===== src/rtl/disp_host_pkg.sv =====
package disp_host_pkg;

    parameter int CODE_W  = 7;
    parameter int CLR_BIT = 7;

    typedef enum logic [1:0] {
        WR_NONE,
        WR_CTRL,
        WR_CHAR,
        WR_FLASH
    } wr_kind_e;

    typedef struct packed {
        logic              page;
        logic [CODE_W-1:0] code;
    } glyph_t;

    localparam glyph_t BLANK_GLYPH = '{page: 1'b0, code: 7'h20};

endpackage


===== src/rtl/disp_bus_sync.sv =====
module disp_bus_sync #(
    parameter int ADDR_W = 4,
    parameter int DATA_W = 8,
    parameter int STAGES = 2
) (
    input  logic              clk,
    input  logic              rst_n,
    input  logic              cs_n,
    input  logic              wr_n,
    input  logic              fsel,
    input  logic [ADDR_W-1:0] addr,
    input  logic [DATA_W-1:0] din,
    output logic              wr_pulse,
    output logic              fsel_s,
    output logic [ADDR_W-1:0] addr_s,
    output logic [DATA_W-1:0] din_s
);

    localparam int BW = 2 + ADDR_W + DATA_W;
    // Strobe stages reset as "active" so a strobe held through reset gives no edge.
    localparam logic [BW-1:0] RST_VAL = {1'b1, {(BW-1){1'b0}}};

    logic [BW-1:0] pipe_d [STAGES];
    logic [BW-1:0] pipe_q [STAGES];
    logic          prev_d, prev_q;

    always_comb begin
        pipe_d[0] = {~cs_n & ~wr_n, fsel, addr, din};
        for (int i = 1; i < STAGES; i++) begin
            pipe_d[i] = pipe_q[i-1];
        end
        prev_d = pipe_q[STAGES-1][BW-1];
    end

    always_ff @(posedge clk or negedge rst_n) begin
        if (!rst_n) begin
            for (int i = 0; i < STAGES; i++) begin
                pipe_q[i] <= RST_VAL;
            end
            prev_q <= 1'b1;
        end else begin
            for (int i = 0; i < STAGES; i++) begin
                pipe_q[i] <= pipe_d[i];
            end
            prev_q <= prev_d;
        end
    end

    assign wr_pulse = pipe_q[STAGES-1][BW-1] & ~prev_q;
    assign fsel_s   = pipe_q[STAGES-1][BW-2];
    assign addr_s   = pipe_q[STAGES-1][DATA_W +: ADDR_W];
    assign din_s    = pipe_q[STAGES-1][DATA_W-1:0];

endmodule


===== src/rtl/disp_wr_decode.sv =====
module disp_wr_decode
    import disp_host_pkg::*;
#(
    parameter int IDX_W = 3
) (
    input  logic             fsel,
    input  logic [IDX_W:0]   addr,
    output wr_kind_e         kind,
    output logic [IDX_W-1:0] idx
);

    always_comb begin
        idx = addr[IDX_W-1:0];
        if (!fsel) begin
            kind = WR_FLASH;
        end else if (addr[IDX_W]) begin
            kind = WR_CHAR;
        end else if (idx == '0) begin
            kind = WR_CTRL;
        end else begin
            kind = WR_NONE;
        end
    end

endmodule


===== src/rtl/disp_host_regs.sv =====
module disp_host_regs
    import disp_host_pkg::*;
#(
    parameter int DIGITS      = 8,
    parameter int SYNC_STAGES = 2,
    localparam int IDX_W      = $clog2(DIGITS),
    localparam int ADDR_W     = IDX_W + 1,
    localparam int DATA_W     = CODE_W + 1
) (
    input  logic              clk,
    input  logic              rst_n,
    input  logic              cs_n,
    input  logic              wr_n,
    input  logic              fsel,
    input  logic [ADDR_W-1:0] addr,
    input  logic [DATA_W-1:0] din,
    input  logic [IDX_W-1:0]  rd_idx,
    output logic [DATA_W-1:0] ctrl_word,
    output logic [CODE_W-1:0] rd_code,
    output logic              rd_page,
    output logic [DIGITS-1:0] flash_vec
);

    typedef struct packed {
        logic [DATA_W-1:0]       ctrl;
        glyph_t [DIGITS-1:0]     chars;
        logic [DIGITS-1:0]       flash;
    } regs_t;

    logic              wr_pulse;
    logic              fsel_s;
    logic [ADDR_W-1:0] addr_s;
    logic [DATA_W-1:0] din_s;
    wr_kind_e          kind;
    logic [IDX_W-1:0]  idx;
    regs_t             st_d, st_q;

    disp_bus_sync #(
        .ADDR_W (ADDR_W),
        .DATA_W (DATA_W),
        .STAGES (SYNC_STAGES)
    ) i_sync (
        .clk      (clk),
        .rst_n    (rst_n),
        .cs_n     (cs_n),
        .wr_n     (wr_n),
        .fsel     (fsel),
        .addr     (addr),
        .din      (din),
        .wr_pulse (wr_pulse),
        .fsel_s   (fsel_s),
        .addr_s   (addr_s),
        .din_s    (din_s)
    );

    disp_wr_decode #(
        .IDX_W (IDX_W)
    ) i_decode (
        .fsel (fsel_s),
        .addr (addr_s),
        .kind (kind),
        .idx  (idx)
    );

    always_comb begin
        st_d = st_q;
        if (wr_pulse) begin
            unique case (kind)
                WR_CTRL: begin
                    st_d.ctrl          = din_s;
                    st_d.ctrl[CLR_BIT] = 1'b0;
                    if (din_s[CLR_BIT]) begin
                        for (int i = 0; i < DIGITS; i++) begin
                            st_d.chars[i] = BLANK_GLYPH;
                        end
                    end
                end
                WR_CHAR: begin
                    st_d.chars[idx].page = din_s[DATA_W-1];
                    st_d.chars[idx].code = din_s[CODE_W-1:0];
                end
                WR_FLASH: begin
                    st_d.flash[idx] = din_s[0];
                end
                default: ;
            endcase
        end
    end

    always_ff @(posedge clk or negedge rst_n) begin
        if (!rst_n) begin
            st_q.ctrl  <= '0;
            st_q.flash <= '0;
            for (int i = 0; i < DIGITS; i++) begin
                st_q.chars[i] <= BLANK_GLYPH;
            end
        end else begin
            st_q <= st_d;
        end
    end

    assign ctrl_word = st_q.ctrl;
    assign flash_vec = st_q.flash;
    assign rd_code   = st_q.chars[rd_idx].code;
    assign rd_page   = st_q.chars[rd_idx].page;

endmodule


===== config.mk =====
export PLATFORM = sky130hd
export DESIGN_NAME = disp_host_regs
export DESIGN_NICKNAME = d
export VERILOG_FILES = /design/src/rtl/disp_host_pkg.sv /design/src/rtl/disp_bus_sync.sv /design/src/rtl/disp_wr_decode.sv /design/src/rtl/disp_host_regs.sv
export SDC_FILE = /design/constraint.sdc
export NUM_CORES = 1
export LEC_CHECK = 0
export CORE_UTILIZATION = 30
export CTS_CLUSTER_DIAMETER = 50
export DETAILED_ROUTE_END_ITERATION = 16
export SYNTH_ARGS = -nofsm -noshare
export SYNTH_HDL_FRONTEND = slang
export SYNTH_HIERARCHICAL = 1
export SYNTH_SLANG_ARGS = --single-unit

===== constraint.sdc =====
create_clock -name clk -period 2.6 [get_ports clk]
set_input_delay 0.39 -clock clk [delete_from_list [all_inputs] [get_ports clk]]
set_output_delay 0.39 -clock clk [all_outputs]
set_load 0.02 [all_outputs]

* After elaboration in Yosys (flattened, before gate mapping) *
Cells that the tools add are included.

operators by class
  magnitude comparators = 3
  eq/ne operators = 4
  muxes and demuxes = 16
  bitwise logic cells = 5
  reductions and logical operators = 6

operators with widths
  cell                                                  number
  bitwise mux 64 bit                                    2
  case mux 64 bit (2 select lines)                      1
  two-way mux 64 bit                                    1
  demux 8 bit (select 3 bit)                            2
  binary-select mux 8 bit (select 3 bit)                1
  two-way mux 8 bit                                     2
  bitwise mux 8 bit                                     1
  < comparator 3 x 4 -> 1 bit (second input constant)   2
  two-way mux 7 bit                                     1
  equality test 2 bit (second input constant)           2
  two-way mux 2 bit                                     2
  AND reduction 2 bit                                   2
  demux 1 bit (select 3 bit)                            1
  >= comparator 3 x 1 -> 1 bit (second input constant)  1
  logical NOT 3 bit                                     1
  NOT 1 bit                                             3
  AND reduction 3 bit                                   1
  AND 1 bit                                             2
  equality test 2 x 1 -> 1 bit (second input constant)  1
  two-way mux 1 bit                                     2
  != test 2 x 1 -> 1 bit (second input constant)        1
  nonzero test 2 bit                                    1
  logical AND 1 bit                                     1

storage, ports and cells
  register bits = 108
  word-level logic and storage cells = 55

* Longest topological paths before layout *
Gate-level depths: netlist of run 1.

  depth in word-level cells = 7
  mapped depth = 7
  depth with buffers taken out = 4

* Modules after synthesis *
Netlist of run 1, hierarchy kept.

modules (own cells, without submodules)
  module          instances  cells each  area each (µm²)  sequential area each (µm²)
  disp_host_regs  1          297         3896.2           1986.9
  disp_bus_sync   1          43          837.1            729.4
  disp_wr_decode  1          5           45.0             0.0

* Worst setup path after synthesis of run 1 *
OpenSTA, ideal clock, no wires.

  kind = flip-flop to flip-flop
  from = register i_sync.pipe_q, in the netlist i_sync/addr_s[1]
  to = register st_q[64] (netlist bit)
  setup time = 0.128 ns
  arrival time = 1.792 ns
  data required time = 2.472 ns
  setup slack = 0.679 ns
  cell stages (with the launch flop) = 7
  buffers on the path = 2
  period minus slack after synthesis = 1.921 ns
  cells stage by stage = dfrtp_1 > buf_4 > o41ai_2 > nand2b_1 > buf_2 > o22ai_1 > o2bb2ai_1

between the ends
  cells in the longest elaborated chain, start to end = 7
  elaborated cells on any way between the ends = 18
  those cells by class = 2 x order compare; 3 x eq/ne; 9 x mux; 4 x reduce/logical

ends and longest elaborated chain
  what                                                                                  RTL line              source
  start: declaration                                                                    disp_bus_sync.sv:24   logic [BW-1:0] pipe_q [STAGES];
  start signal: indexed assignment                                                      disp_bus_sync.sv:43   pipe_q[i] <= pipe_d[i];
  logical NOT 3 bit *                                                                   disp_wr_decode.sv:18  end else if (idx == '0) begin
  two-way mux 1 bit *                                                                   disp_wr_decode.sv:18
  two-way mux 2 bit *                                                                   disp_wr_decode.sv:16  end else if (addr[IDX_W]) begin
  two-way mux 2 bit *                                                                   disp_wr_decode.sv:14  if (!fsel) begin
  net kind[0]                                                                           disp_host_regs.sv:34  wr_kind_e kind;
  equality test 2 x 1 -> 1 bit / equality test 2 bit (equally long branches)            disp_host_regs.sv:68  unique case (kind)
  != test 2 x 1 -> 1 bit (no source line) / nonzero test 2 bit (equally long branches)  -
  AND reduction 3 bit (no source line)                                                  -
  end signal: assignment                                                                disp_host_regs.sv:98  st_q <= st_d;
  end: declaration                                                                      disp_host_regs.sv:36  regs_t st_d, st_q;

Mark *: on every way through the listed nets, which the timed path passes. The rest lies on a longest branch.
A chain may end at the register's enable or synchronous reset.

* Worst setup path after layout of run 1 *
  from = input rd_idx[0]
  to = output rd_page

between the ends
  cells in the longest elaborated chain, start to end = 2

ends and longest elaborated chain
  what                                     RTL line               source
  start: declaration                       disp_host_regs.sv:17   input logic [IDX_W-1:0] rd_idx,
  binary-select mux 8 bit (select 3 bit)   disp_host_regs.sv:105  assign rd_page = st_q.chars[rd_idx].page;
  two-way mux 8 bit (not written as such)  disp_host_regs.sv:105
  end: declaration                         disp_host_regs.sv:20   output logic rd_page,

Every way passes these cells. The select of a mux whose other input is x is not followed.

==> metrics.cfg, run 1 <==
[power_and_ir_drop]
swShare_pct = 25.09
p_seq_share_pct = 49.5
irDropWorstVdd_uv = 317.2
leakage_uw = 0.002467
clkPwrFrac_pct = 34.9
p_int_uw = 2997
powerDensity_nw_per_um2 = 708.6
power_frac_comb_pct = 15.6
p_sw_uw = 1004

[clocking]
cts_buffers = 9
cts_sinks = 108
post_cts.repair.setup_buffers = 0
cts_tree = yes
holdBufCountCts = 0
clk_pin_slew_ns = 0.07
cts_max_level = 3
cts_buffer_depth = 2
root_buffer = clkbuf_16
clock_latency_ns = 0.34

[logic_synthesis]
synthTopCellsByCount = dfrtp_1, o2bb2ai_1, buf_4
syn_area_per_cell_sq_um = 13.85
postSynth.asyncResetShare_pct = 100.0
yosysWarningCount = 6
syn-cell-area_sq_um = 4778
synth_cell_types = 36
synth_edf_count = 0
yosysMostFrequentCell = dfrtp_1
synth_area_leaders = dfrtp_1, mux4_1, o2bb2ai_1
ys.flop_type = dfrtp_1
seq_area_frac_synth_pct = 56.85
synth.top_cell.area_share_pct = 50.80
synth-seq-cells = 108
synth_fp_nets = 365
netlist_instances = 345
synth_top_cell_by_area = dfrtp_1

[hold_path]
min_path_type = in2async

[detailed_routing]
dr.pass1.iters = 4
wl_per_cell_um = 19.17
met3WireLength_um = 704
ant_nets = 0
wirelength_mm = 11.26
first_iter_violations = 140
top_layer = met4
viasPerCell = 4.998
vias = 2934
wl_met1_mm = 5.257
drc = 0
dr_wl_met2_mm = 5.174

[cells_and_area]
stdcell_count = 587
antenna_cells = 0
final_util_pct = 36.73
areaGrowthSynthToFinish_pct = 18.15
drive_gt1_share_pct = 22.07
final_nets = 391

[die]
rows = 45
core_sq_um = 15370
fp.dieW_um = 128.2
io_pins = 44
initial_core_util_pct = 31.09
die_h_um = 128.2
die-area_sq_um = 16440

[sta]
fmax_ghz = 0.3947
worst_pin_slew_ns = 0.5974
min_period_over_period_pct = 97.45
maxSlewHeadroom_pct = 60.18
setup_violations = 0
fin_ws_ns = 0.06619
hold_violations = 0
grt_setup_unrepaired = no
finalMaxSlewViolations = 0
finClkSkew_ns = 0.004278
period_needed_ns = 2.534

[grt]
grt_max_degree = 49
grt_antenna_before_repair = 0
grt.overflow.total = 0
grtUsageTotal_pct = 14.88
grt_pass1_vias = 3087
grt_pass1_wl_mm = 18.16

[placed_design]
place_hpwl_mm = 7.571
io_buffers = 42
placedCellCount = 570
routabilityCongestion = 0.8061
post-place-ws_ns = -0.2858

[setup_path]
worstSetupStartpointType = input pin
r2r_start = i_sync/addr_s[1]
crit_required_ns = 2.21
r2r_slack_ns = 0.63
cp-end-kind = output port
arrival_ns = 2.14
timing_worst_setup_path_type = in2out
r2r_cells = 6
crit_fanout = 8
worst_r2r_endpoint = st_q[9]

[job]
drv_cap = 0

[status]
outcome = finished clean

==> placed cells by master (no fill, tap or decap), types with 3 or more instances in the layout <==
master,count
and3b_1,4
a32o_1,5
clkdlybuf4s50_1,32
o22ai_1,5
inv_1,8
dlygate4sd2_1,9
nand3b_1,4
a21oi_1,10
a22oi_1,6
nand2b_1,3
dfrtp_1,97
buf_12,3
dfstp_2,11
mux4_1,16
nor3_1,11
nand3_1,8
buf_4,22
o2bb2ai_1,43
mux2_2,23
nor2_1,22
clkbuf_16,9
==> layer usage <==
metal  vias to the layer above  GRT usage [%]
met5                         -              0
met2                        86          22.45
li1                       1316              -
met1                      1521          20.90
met4                         0          4.706
met3                        11          3.715
==> what timing repair did <==
action | CTS | global route
endpoints found under the hold margin | 0 | 0
resized for setup | 9 | 0
setup endpoints to repair | 8 | 0
==> stage by stage <==
stage	setup TNS [ns]	area (sq um)	hold slack [ns]	power (uW)
floorplan	0	4778	0.09441	2418
global placement	-1.877	5320	0.3327	2631
finish	0	5645	0.03824	4001
CTS	0	5645	0.06255	4050
global route	0	5645	0.08062	4173
detailed placement	-2.061	5320	0.3347	2647
==> worst max path at each step <==
stage,slack (ns),cells past startpoint,start,end
after floorplan,0.68,6,i_sync/addr_s[1],st_q[64]
after global placement,-0.25,5,rd_idx[0],rd_code[4]
after detailed placement,-0.29,5,rd_idx[0],rd_page
after CTS,0.05,5,rd_idx[0],rd_code[5]
after global routing,0.006,5,rd_idx[0],rd_page
final,0.07,5,rd_idx[0],rd_page
==> sequential cells by signal (all words and copies together) (netlist names) <==
signal / count
ctrl_word: 7
flash_vec: 8
i_sync/addr_s: 4
i_sync/din_s: 8
i_sync/fsel_s: 1
i_sync/pipe_d: 14
i_sync/pipe_q: 1
i_sync/prev_q: 1
st_q: 64
==> final cells by class <==
class,instances,area (sq um)
Clock buffer,12,256.5
Clock inverter,4,47.55
Fill cell,1474,9726
Inverter,8,30.03
Multi-Input combinational cell,177,1674
Sequential cell,108,2716
Tap cell,211,264.0
Timing Repair Buffer,67,656.9
==> power by group through the flow <==
stage          Sequential [uW]  Clock (uW)  Combinational, uW
5_1_grt                   2000        1490                679
6_report                  1980        1390                625
4_1_cts                   1980        1430                636
3_5_place_dp              2010           0                638
2_1_floorplan             1960           0                459
3_3_place_gp              2010           0                625
==> cell families (layout without fill, tap and decap cells) <==
logic type      after synthesis  in the layout  share of synthesized area, %
simple gates                 64             64                         7.725
buf+inv                      60             91                         8.117
other cells                   1              1                       0.07848
mux                          39             39                         14.22
compound gates               73             73                         13.01
flops                       108            108                         56.85
==> critical path, cell delays in order <==
cell and delay (ns):
dlygate4sd2_1 0.30, bufbuf_16 0.32, mux4_1 0.54, mux2_2 0.27, dlygate4sd2_1 0.32
No activity file was read; power rests on OpenSTA's default activity.
==> inputs of run 2 (changes only) <==
CTS_BUF_LIST = sky130_fd_sc_hd__clkbuf_4   (was unset)
==> run 2 against run 1 <==
  * Sequential cell count unchanged
  * Cell count up 0.51%
  * First-iteration DRC count increased by 24%
  * Highest routed layer unchanged
==> metrics.cfg, run 2 (synthesis gave the netlist of run 1 again) <==
[status]
outcome = finished clean

[die]
die-area_sq_um = 16440
initial_core_util_pct = 31.09
io_pins = 44
core_sq_um = 15370
rows = 45
fp.dieW_um = 128.2
die_h_um = 128.2

[setup_path]
slowest_stage = mux4_1
worst_r2r_endpoint = st_q[9]
cp_slowest_stage_delay_ns = 0.54
crit_fanout = 8
arrival_ns = 2.14
critPathBufInv = 3
crit_required_ns = 2.21
cpMostUsedCell = dlygate4sd2_1
cp-end-kind = output port
crit_family = buffers and inverters
path_cells = dlygate4sd2_1, bufbuf_16, mux4_1, mux2_2, dlygate4sd2_1
timing_worst_setup_path_type = in2out
r2r_cells = 6
r2r_start = i_sync/addr_s[1]
r2r_slack_ns = 0.62
worstSetupStartpointType = input pin

[sta]
fmax_ghz = 0.3950
setup_violations = 0
period_needed_ns = 2.532
maxSlewHeadroom_pct = 60.33
grt_setup_unrepaired = no
worst_pin_slew_ns = 0.5950
hold_violations = 0
finalMaxSlewViolations = 0
min_period_over_period_pct = 97.38
fin_hold_ws_ns = 0.3470
finClkSkew_ns = 0.01291

[detailed_routing]
dr.pass1.iters = 4
ant_nets = 0
vias = 2982
viasPerCell = 5.054
first_iter_violations = 174
wl_per_cell_um = 19.09
drc = 0
wirelength_mm = 11.27

[clocking]
cts_sinks = 108
cts_buffers = 9
cts_buffer_depth = 2
post_cts.repair.setup_buffers = 0
root_buffer = clkbuf_4
cts_tree = yes
clk_pin_slew_ns = 0.15
clock_latency_ns = 0.46
cts_max_level = 3

[cells_and_area]
mostFrequentLayoutCells = dfrtp_1, o2bb2ai_1, clkdlybuf4s50_1, mux2_2
final_nets = 392
largest_reg_flops = 64
nFillCells = 1493
areaGrowthSynthToFinish_pct = 14.82
top_register = st_q
mostFrequentLayoutCell = dfrtp_1
final_util_pct = 35.69
drive_gt1_share_pct = 21.75

[placed_design]
io_buffers = 42
routabilityCongestion = 0.8061
place_hpwl_mm = 7.571

[hold_path]
hp-start = fsel
hold_path_end = i_sync/pipe_d[12]
hold_depth = 1
min_path_type = in2reg

[grt]
grt.overflow.total = 0
grt_max_degree = 49
grt_pass1_vias = 3077
grtUsageTotal_pct = 14.84
grt_antenna_before_repair = 1
grt_pass1_wl_mm = 18.08

[power_and_ir_drop]
leakage_uw = 0.002394
irDropWorstVdd_uv = 243.2
p_sw_uw = 946.1
p_int_uw = 2495
swShare_pct = 27.50
p_seq_share_pct = 57.5
powerDensity_nw_per_um2 = 627.1
power_frac_comb_pct = 18.2
clkPwrFrac_pct = 24.3

[job]
drv_cap = 0

run 2: area by class of cell:
| class | instances | area (sq um) | share of cell area, % |
|---|---|---|---|
| Inverter | 8 | 30.03 | 0.5473 |
| Multi-Input combinational cell | 177 | 1674 | 30.51 |
| Timing Repair Buffer | 68 | 666.9 | 12.16 |
| Clock buffer | 10 | 75.07 | 1.368 |
| Tap cell | 211 | 264.0 | 4.812 |
| Antenna cell | 2 | 5.005 | 0.09122 |
| Clock inverter | 6 | 55.05 | 1.003 |
| Sequential cell | 108 | 2716 | 49.51 |
run 2: layer usage:
metal	up-vias	wire length, um	GRT usage (%)
met5	-	0	0
met4	0	186	4.429
met3	17	816	4.174
met2	100	5128	22.42
met1	1546	5134	20.61
li1	1319	-	-
run 2: worst max-delay path by stage:
stage,from,to,slack (ns),depth (start not counted)
after global routing,rd_idx[0],rd_page,0.006,5
after floorplan,i_sync/addr_s[1],st_q[64],0.68,6
after detailed placement,rd_idx[0],rd_page,-0.29,5
after global placement,rd_idx[0],rd_code[4],-0.25,5
final,rd_idx[0],rd_page,0.07,5
after CTS,rd_idx[0],rd_code[5],0.05,5
run 2: metrics by stage:
| step | instances | setup WS [ns] | setup TNS, ns | power (uW) | area [sq um] |
|---|---|---|---|---|---|
| 3_5_place_dp | 570 | -0.2858 | -2.061 | 2647 | 5320 |
| 6_report | 590 | 0.06805 | 0 | 3441 | 5487 |
| 4_1_cts | 588 | 0.04872 | 0 | 3481 | 5482 |
| 2_1_floorplan | 345 | 0.6794 | 0 | 2418 | 4778 |
| 5_1_grt | 588 | 0.005964 | 0 | 3603 | 5482 |
| 3_3_place_gp | 570 | -0.2540 | -1.877 | 2631 | 5320 |
run 2: repair_timing:
action,CTS,global route
gates resized for setup,9,0
hold endpoints to repair,38,0
setup endpoints to repair,8,0
hold buffers,1,0
run 2: worst register-to-register path: cells and delay by family, from the launching register on:
family / cells / cell delay (ns)
AOI/OAI and AO/OA: 3 / 0.66
DFF: 1 / 0.42
and+or+nand+nor: 1 / 0.35
buffers and inverters: 2 / 0.44
run 2: power by group through the flow:
stage	sequential [uW]	clock, uW	combinational, uW
floorplan	1960	0	459
detailed placement	2010	0	638
finish	1980	835	627
CTS	1980	864	637
global route	2000	919	681
global placement	2010	0	625
==> inputs of run 3 (changes only) <==
CTS_BUF_LIST = unset   (was sky130_fd_sc_hd__clkbuf_4)
clock period = 2.25 ns   (was 2.6 ns; I/O delays follow)
==> run 3 against run 2 <==
  * Sequential power rose by 16%
  * Final area rose by 2.9%
  * Die area did not move
  * Total power rose by 32%
  * Count of clock-buffer cells in the layout did not move
  * Cell count rose by 0.17%
  * Setup slack improved by 0.020 ns
  * Largest cell class unchanged
==> metrics.cfg, run 3 (synthesis gave the netlist of run 1 again) <==
[placed_design]
placedCellCount = 573
postPlaceCellArea_sq_um = 5355
place_hpwl_mm = 7.498
io_buffers = 42
post-place-ws_ns = -0.5292
routabilityCongestion = 0.8254

[setup_path]
crit_family = multiplexers
cp_slowest_stage_delay_ns = 0.54
worstSetupStartpointType = input pin
crit_required_ns = 1.91
slowest_stage = mux4_1
critPathBufInv = 3
cp-end-kind = output port
timing_worst_setup_path_type = in2out
r2r_start = i_sync/addr_s[1]
startpoint = rd_idx[0]
arrival_ns = 1.82
path_cells = clkdlybuf4s15_2, bufbuf_16, mux4_1, mux2_2, buf_2
crit_fanout = 8
r2r_slack_ns = 0.22

[detailed_routing]
first_iter_violations = 179
ant_nets = 0
vias = 2953
drc = 0
dr.pass1.iters = 4
viasPerCell = 4.997
wl_per_cell_um = 19.02
wirelength_mm = 11.24

[grt]
grt_pass1_wl_mm = 18.06
grt.overflow.total = 0
grtUsageTotal_pct = 14.81
grt_max_degree = 43
grt_pass1_vias = 3119
grt_antenna_before_repair = 0

[sta]
fin_ws_ns = 0.08816
hold_violations = 0
worst_pin_slew_ns = 0.5680
setup_violations = 0
grt_setup_unrepaired = no
fmax_ghz = 0.4626
maxSlewHeadroom_pct = 62.05
period_needed_ns = 2.162
min_period_over_period_pct = 96.08
finClkSkew_ns = 0.006777
finalMaxSlewViolations = 0
fin_hold_ws_ns = 0.3503

[clocking]
cts_tree = yes
cts_sinks = 108
clock_latency_ns = 0.34
clk_pin_slew_ns = 0.07
root_buffer = clkbuf_16
post_cts.repair.setup_buffers = 0
cts_buffers = 9
cts_buffer_depth = 2
cts_max_level = 3

[die]
core_sq_um = 15370
die_h_um = 128.2
fp.dieW_um = 128.2
io_pins = 44
rows = 45
initial_core_util_pct = 31.09
die-area_sq_um = 16440

[cells_and_area]
areaGrowthSynthToFinish_pct = 18.17
mostFrequentLayoutCells = dfrtp_1, o2bb2ai_1, clkdlybuf4s50_1, buf_4, mux2_2
antenna_cells = 0
final_nets = 395
stdcell_area_sq_um = 5647
drive_gt1_share_pct = 25.26
largest_reg_flops = 64
top_register = st_q
stdcell_count = 591
mostFrequentLayoutCell = dfrtp_1

[power_and_ir_drop]
irDropWorstVdd_uv = 350.4
leakage_uw = 0.002458
powerDensity_nw_per_um2 = 802.9
total_power_uw = 4533

[status]
outcome = finished clean

[hold_path]
hp-start = i_sync/pipe_d[11]
min_path_type = reg2reg

[job]
drv_cap = 0

run 3: cell count changes in the layout (fill, tap and decap cells not counted), moves of 2 or more:
cell,delta
buf_2,+6
diode_2,-2
clkbuf_2,+2
dlygate4sd2_1,-9
clkbuf_16,+9
clkinv_4,+2
clkbuf_4,-10
buf_4,+2
clkinv_1,-2
run 3: final cells by class:
| cell class | count | area [sq um] |
|---|---|---|
| clock inverter | 6 | 48.80 |
| inverter | 8 | 30.03 |
| fill | 1491 | 9724 |
| clock buffer | 10 | 239.0 |
| timing repair buffer | 71 | 674.4 |
| tap | 211 | 264.0 |
| sequential | 108 | 2716 |
| multi-input combinational | 177 | 1674 |
run 3: metrics by stage:
| stage | TNS, ns | utilization [%] |
|---|---|---|
| finish | 0 | 36.74 |
| detailed placement | -3.964 | 34.84 |
| global route | 0 | 36.74 |
| floorplan | 0 | - |
| CTS | 0 | 36.80 |
| global placement | -3.823 | 34.84 |
run 3: what timing repair did:
action	4_1_cts	5_1_grt
hold endpoints to repair	18	0
setup endpoints to repair	8	2
pin swaps	0	0
gates cloned	1	0
resized for setup	31	2
hold buffers	1	0
run 3: path summary, 6_finish.rpt:
check	depth (start not counted)	end
hold reg to reg	0	i_sync/addr_s[3]
setup reg to reg	6	st_q[46]
hold / removal	0	i_sync/addr_s[3]
max in group asynchronous	3	st_q[10]
setup / recovery	5	rd_page
min in group asynchronous	2	i_sync/pipe_d[0]
run 3: power breakdown:
part	switching (uW)	internal (uW)	leakage [uW]
Combinational	347	378	0.000949
Sequential	125	2170	0.00137
Clock	727	791	0.000137
Total	1200	3330	0.00246
run 3: routing by layer:
layer / GRT usage [%] / vias up / part of all wire (%) / routed length, um
met1: 20.82 / 1499 / 46 / 5118
met5: 0 / - / 0 / 0
met3: 3.297 / 20 / 6.5 / 732
met4: 5.260 / 0 / 2.0 / 221
li1: - / 1323 / - / -
met2: 22.35 / 111 / 46 / 5168
